[src/rtl/pll_rate_calc.sv]
module pll_rate_calc #(
  parameter int RATE_W = 32,
  parameter int NF_W   = 13,
  parameter int NR_W   = 6,
  parameter int NO_W   = 4,
  parameter int TBL_N  = 8,
  parameter logic [TBL_N*RATE_W-1:0] RATE_TBL = {
    32'd0,      32'd126000, 32'd312000,  32'd408000,
    32'd600000, 32'd816000, 32'd1008000, 32'd1200000}
) (
  input  logic                     clk,
  input  logic                     rst_n,
  input  logic                     start,
  input  logic [RATE_W-1:0]        parent_rate,
  input  logic [15:0]              ctrl0,
  input  logic [15:0]              ctrl1,
  input  logic [15:0]              ctrl3,
  input  logic [RATE_W-1:0]        req_rate,
  output logic                     busy,
  output logic                     rate_valid,
  output logic [RATE_W+NF_W:0]     rate_out,
  output logic                     pll_enabled,
  output logic [RATE_W-1:0]        round_rate
);
  localparam int PW = RATE_W + NF_W + 1;
  localparam int MW = NF_W + 1;
  localparam int DW = ((NR_W > NO_W) ? NR_W : NO_W) + 1;
  localparam int CW = $clog2(PW + 1);

  typedef enum logic [2:0] {S_IDLE, S_MUL, S_DIV1, S_DIV2, S_DONE} st_t;
  st_t state;

  logic [CW-1:0]   cnt;
  logic [PW-1:0]   acc, mcand;
  logic [MW-1:0]   mplr;
  logic [DW-1:0]   rem, dva, dvb, dsr;
  logic [DW:0]     sh, sub;
  logic            ge;

  wire [NF_W-1:0] nf = ctrl1[NF_W-1:0];
  wire [NR_W-1:0] nr = ctrl0[8 +: NR_W];
  wire [NO_W-1:0] no = ctrl0[NO_W-1:0];

  assign busy        = (state != S_IDLE);
  assign rate_valid  = (state == S_DONE);
  assign rate_out    = acc;
  assign pll_enabled = ~ctrl3[1];

  assign dsr = (state == S_DIV1) ? dva : dvb;
  assign sh  = {rem, acc[PW-1]};
  assign ge  = (sh >= {1'b0, dsr});
  assign sub = sh - {1'b0, dsr};

  always_ff @(posedge clk or negedge rst_n) begin
    if (!rst_n) begin
      state <= S_IDLE;
      cnt   <= '0;
      acc   <= '0;
      mcand <= '0;
      mplr  <= '0;
      rem   <= '0;
      dva   <= '0;
      dvb   <= '0;
    end else begin
      case (state)
        S_IDLE: if (start) begin
          if (ctrl3[0]) begin
            acc   <= PW'(parent_rate);
            state <= S_DONE;
          end else begin
            acc   <= '0;
            mcand <= PW'(parent_rate);
            mplr  <= MW'(nf) + MW'(1);
            dva   <= DW'(nr) + DW'(1);
            dvb   <= DW'(no) + DW'(1);
            cnt   <= '0;
            state <= S_MUL;
          end
        end
        S_MUL: begin
          if (mplr[0]) acc <= acc + mcand;
          mcand <= mcand << 1;
          mplr  <= mplr >> 1;
          cnt   <= cnt + 1'b1;
          if (cnt == CW'(MW - 1)) begin
            cnt   <= '0;
            rem   <= '0;
            state <= S_DIV1;
          end
        end
        S_DIV1, S_DIV2: begin
          acc <= {acc[PW-2:0], ge};
          rem <= ge ? sub[DW-1:0] : sh[DW-1:0];
          cnt <= cnt + 1'b1;
          if (cnt == CW'(PW - 1)) begin
            cnt   <= '0;
            rem   <= '0;
            state <= (state == S_DIV1) ? S_DIV2 : S_DONE;
          end
        end
        default: state <= S_IDLE;
      endcase
    end
  end

  logic [RATE_W-1:0] pick, last_live, round_d;
  logic              live, hit;

  always_comb begin
    live = 1'b1;
    hit  = 1'b0;
    pick = '0;
    last_live = '0;
    for (int i = 0; i < TBL_N; i++) begin
      if (RATE_TBL[i*RATE_W +: RATE_W] == '0) live = 1'b0;
      if (live) begin
        last_live = RATE_TBL[i*RATE_W +: RATE_W];
        if (!hit && RATE_TBL[i*RATE_W +: RATE_W] <= req_rate) begin
          hit  = 1'b1;
          pick = RATE_TBL[i*RATE_W +: RATE_W];
        end
      end
    end
    round_d = hit ? pick : last_live;
  end

  always_ff @(posedge clk or negedge rst_n)
    if (!rst_n) round_rate <= '0;
    else        round_rate <= round_d;

  a_r4_valid_one_cycle: assert property (@(posedge clk) disable iff (!rst_n)
    rate_valid |=> !rate_valid);
  a_r4_busy_covers_valid: assert property (@(posedge clk) disable iff (!rst_n)
    rate_valid |-> busy);
  a_r4_accept_when_idle: assert property (@(posedge clk) disable iff (!rst_n)
    (start && !busy) |=> busy);
  a_r1_bypass_result: assert property (@(posedge clk) disable iff (!rst_n)
    (start && !busy && ctrl3[0]) |=> (rate_valid && rate_out == PW'($past(parent_rate))));
  a_r5_round_not_above: assert property (@(posedge clk) disable iff (!rst_n)
    hit |=> (round_rate <= $past(req_rate)));
endmodule

[config.mk]
export PLATFORM = sky130hd
export DESIGN_NAME = pll_rate_calc
export DESIGN_NICKNAME = d
export VERILOG_FILES = /design/src/rtl/pll_rate_calc.sv
export SDC_FILE = /design/constraint.sdc
export NUM_CORES = 1
export LEC_CHECK = 0
export CORE_ASPECT_RATIO = 2
export CORE_UTILIZATION = 45
export CTS_CLUSTER_DIAMETER = 200
export DETAILED_ROUTE_END_ITERATION = 16
export GPL_ROUTABILITY_DRIVEN = 1
export PLACE_DENSITY_LB_ADDON = 0.15
export SLEW_MARGIN = 20
export SYNTH_ARGS = -nofsm -noshare
export SYNTH_HDL_FRONTEND = slang
export SYNTH_SLANG_ARGS = --single-unit
[constraint.sdc]
create_clock -name clk -period 11.15 [get_ports clk]
set_clock_uncertainty 0.2 [all_clocks]
set_input_delay 2.23 -clock clk [delete_from_list [all_inputs] [get_ports clk]]
set_output_delay 2.23 -clock clk [all_outputs]
set_load 0.1 [all_outputs]
==> impl_metrics.py <==
metrics = {
    "status": {
        "outcome": "finished, final reports clean",
    },
    "power": {
        "power_density_mw_per_mm2": 284,
        "power.leakage_nw": 5.26,
        "ir_worst_vdd_v": 0.000211,
        "clockPowerShare_pct": 15.4,
        "netSwitchingFraction_pct": 51.2,
        "p_comb_share_pct": 59.6,
        "p_sw_w": 0.00177,
        "p_seq_share_pct": 25.0,
        "internal_power_w": 0.00169,
    },
    "clock_network": {
        "clock-sinks": 150,
        "clockBufferDepth": 2,
        "post_cts_resized": 0,
        "htree_levels": 4,
        "insertion_delay_ns": 0.45,
        "postCtsSetupBuffers": 0,
        "cts_hold_buf": 0,
        "path_clk_slew_ns": 0.06,
        "cts_tree": "yes",
        "cts_buffers": 17,
        "root_buffer": "clkbuf_16",
    },
    "finish": {
        "stdcell_count": 1583,
        "fin_util_pct": 56.2,
        "fillerInstances": 2041,
        "drive_gt1_share_pct": 4.50,
        "antenna_cells": 0,
        "fin_nets": 1472,
        "seqCellArea_mm2": 0.00375,
        "synthToLayoutAreaGrowth_pct": 21.6,
        "multi_input_area_mm2": 0.00582,
    },
    "route": {
        "vias": 9320,
        "vias_per_cell": 5.89,
        "dr.pass1.iters": 8,
        "remaining_drc_errors": 0,
        "drt_iter0_markers": 643,
        "routed_wl_mm": 28.3,
        "drtAntennaViolNets": 0,
        "wl_per_cell_um": 17.9,
    },
    "sta": {
        "setup_slack_ns": 4.92,
        "worst_slew_pin_slew_ns": 1.10,
        "fin_crit_ns": 6.23,
        "finalCritPeriodShare_pct": 55.8,
        "rsz0062_at_grt": "no",
        "slew_viol_final": 0,
        "max_freq_mhz": 161,
        "finalSetupViolations": 0,
        "slew_headroom_pct": 26.9,
        "tns_ns": 0,
        "finalHoldViolCount": 0,
    },
    "placement": {
        "dp_hpwl_mm": 20.4,
        "gp_congestion": 0.913,
        "io_buffers": 157,
        "place_ws_ns": 4.92,
        "dp.cells": 1552,
    },
    "logic_synthesis": {
        "synth_edf_count": 0,
        "yosys_warnings": 0,
        "synth_mux_area_share_pct": 1.14,
        "synth_area_leaders": "dfrtp_1 (37%), ha_1 (7.1%), nand2_1 (7.0%)",
        "synth_common_cells": "nand2_1 (186), dfrtp_1 (150), o21ai_0 (104)",
        "synth_top_family_by_area": "compound AO/OA/AOI/OAI gates",
        "avgSynthCellArea_um2": 8.41,
        "synth-main-ff-cell": "dfrtp_1",
        "postSynthCellCount": 1191,
        "synth_seq_cells": 150,
        "synthAdderAreaFrac_pct": 7.52,
        "yosysMostFrequentCell": "nand2_1",
        "synthDominantCellAreaShare_pct": 37.5,
        "synth_seq_area_share_pct": 37.5,
        "synth_cell_type_count": 68,
        "synth_compound_area_share_pct": 25.0,
        "async_flop_share_pct": 100,
        "synth_xor_area_share_pct": 5.42,
        "yosys.area_share.simple_pct": 18.3,
        "syn_area_mm2": 0.0100,
        "yosys.area.top_type": "dfrtp_1",
    },
    "die": {
        "rows": 76,
        "dieArea_mm2": 0.0229,
        "dieWidth_um": 107,
        "core-area_mm2": 0.0217,
        "start_util_pct": 46.2,
        "die_h_um": 213,
        "ios": 196,
    },
    "critical_path": {
        "start_kind": "input port",
        "crit_type": "input port to output port",
        "crit-reg2reg-launch": "state[2]",
        "crit_start": "ctrl3[1]",
        "reg2regPathDepth": 15,
        "path_common_cell": "clkdlybuf4s50_1",
        "critPathBufInv": 3,
        "slowest_delay_ns": 1.12,
        "critPathTopFamily": "buffers and inverters",
        "crit_required_ns": 8.72,
        "cp.arrival_ns": 3.80,
        "slowest_stage": "clkdlybuf4s50_1",
        "rrSetupSlack_ns": 6.50,
        "r2r_end": "rate_out[0]",
        "crit_path_cell_trace": "clkdlybuf4s50_1 -> inv_1 -> clkdlybuf4s50_1",
        "critical_path_peak_fanout": 1,
        "endpoint_kind": "output port",
    },
    "hold_path": {
        "hp-class": "flip-flop to flip-flop",
        "min-delay-start": "mplr[9]",
        "whs_path_depth": 2,
        "min_to": "mplr[9]",
    },
    "global_routing": {
        "grt_pass1_vias": 9374,
        "grt_pass1_wl_mm": 45.8,
        "grt_overflow_total": 0,
        "antenna_found_initial": 1,
        "grt_usage_pct": 25.9,
        "grt_max_degree": 103,
    },
    "run": {
        "drv_cap": 0,
    },
}
-- cell type report --
class / instances / area share [%]
clock buffers: 20 / 3.75
repair buffers: 164 / 13.4
well taps: 273 / 2.81
flip-flops and latches: 150 / 30.8
multi-input cells: 938 / 47.8
clock inverters: 11 / 0.596
inverters: 27 / 0.832
-- power groups by stage --
stage	logic (W)	clock network [W]	registers, W
2_1_floorplan	0.00120	0	0.00123
3_3_place_gp	0.00203	0	0.000869
3_5_place_dp	0.00205	0	0.000870
4_1_cts	0.00206	0.000542	0.000864
5_1_grt	0.00225	0.000564	0.000884
6_report	0.00206	0.000530	0.000864
-- through the flow --
step | hold WS [ns] | power (W) | cell area, um2
floorplan | 0.244 | 0.00242 | 10100
CTS | 0.286 | 0.00347 | 12200
finish | 0.280 | 0.00345 | 12200
global route | 0.305 | 0.00370 | 12200
global placement | 0.260 | 0.00290 | 11600
detailed placement | 0.272 | 0.00292 | 11600
-- state kept, by name, indices dropped and copies added, names as in the netlist --
name / count
cnt: 6
state: 3
rem: 7
mplr: 14
mcand: 46
round_rate: 16
rate_out: 46
dvb: 5
dva: 7
-- metal layers --
metal	vias to the layer above	track usage [%]	routed length [um]
li1	4507	-	-
met1	4478	26.0	10400
met2	268	49.1	15400
met3	65	5.31	1380
met4	2	13.6	1060
met5	-	0	13
-- worst reg2reg max path, stage by stage, from the launching register on --
cell and delay (ns):
dfrtp_1 0.52, nand2b_1 0.25, nor2_1 0.63, mux2_2 0.30, ha_1 0.13, inv_1 0.05
fa_1 0.40, a21o_1 0.17, a21oi_1 0.17, nor2b_1 0.09, o21a_1 0.18, o21ai_0 0.24
nor2b_1 0.70, nor2_1 0.13, a221oi_1 0.23, o21ai_0 0.11
-- worst max path at each step --
stage	end	cells after the start
after detailed placement	pll_enabled	3
after CTS	pll_enabled	3
after global routing	pll_enabled	3
after floorplan	pll_enabled	1
after global placement	pll_enabled	3
final	pll_enabled	3
-- logic make-up (layout without fill, tap and decap cells) --
group,count (synthesis),count (layout)
and+or+nand+nor,411,411
other,1,15
adders and majority gates,59,59
buffers and inverters,117,222
DFF,150,150
xor gates and xnor gates,62,62
AOI/OAI and AO/OA,380,380
muxes,11,11
-- cells in the final DEF (no fill, tap or decap), drive strengths merged, types with 9 or more instances in the layout --
cell / instances
a221oi: 9
a22o: 16
nand3: 27
inv: 30
a21o: 32
nand2b: 11
conb: 15
dfrtp: 150
xnor2: 31
o21ai: 109
nor3: 15
a21oi: 78
xor2: 31
a31oi: 41
nor2: 97
a222oi: 26
clkbuf: 20
clkdlybuf4s50: 156
and3: 10
a22oi: 12
nand2: 186
ha: 57
nand4: 21
No activity file was read; power rests on OpenSTA's default activity.
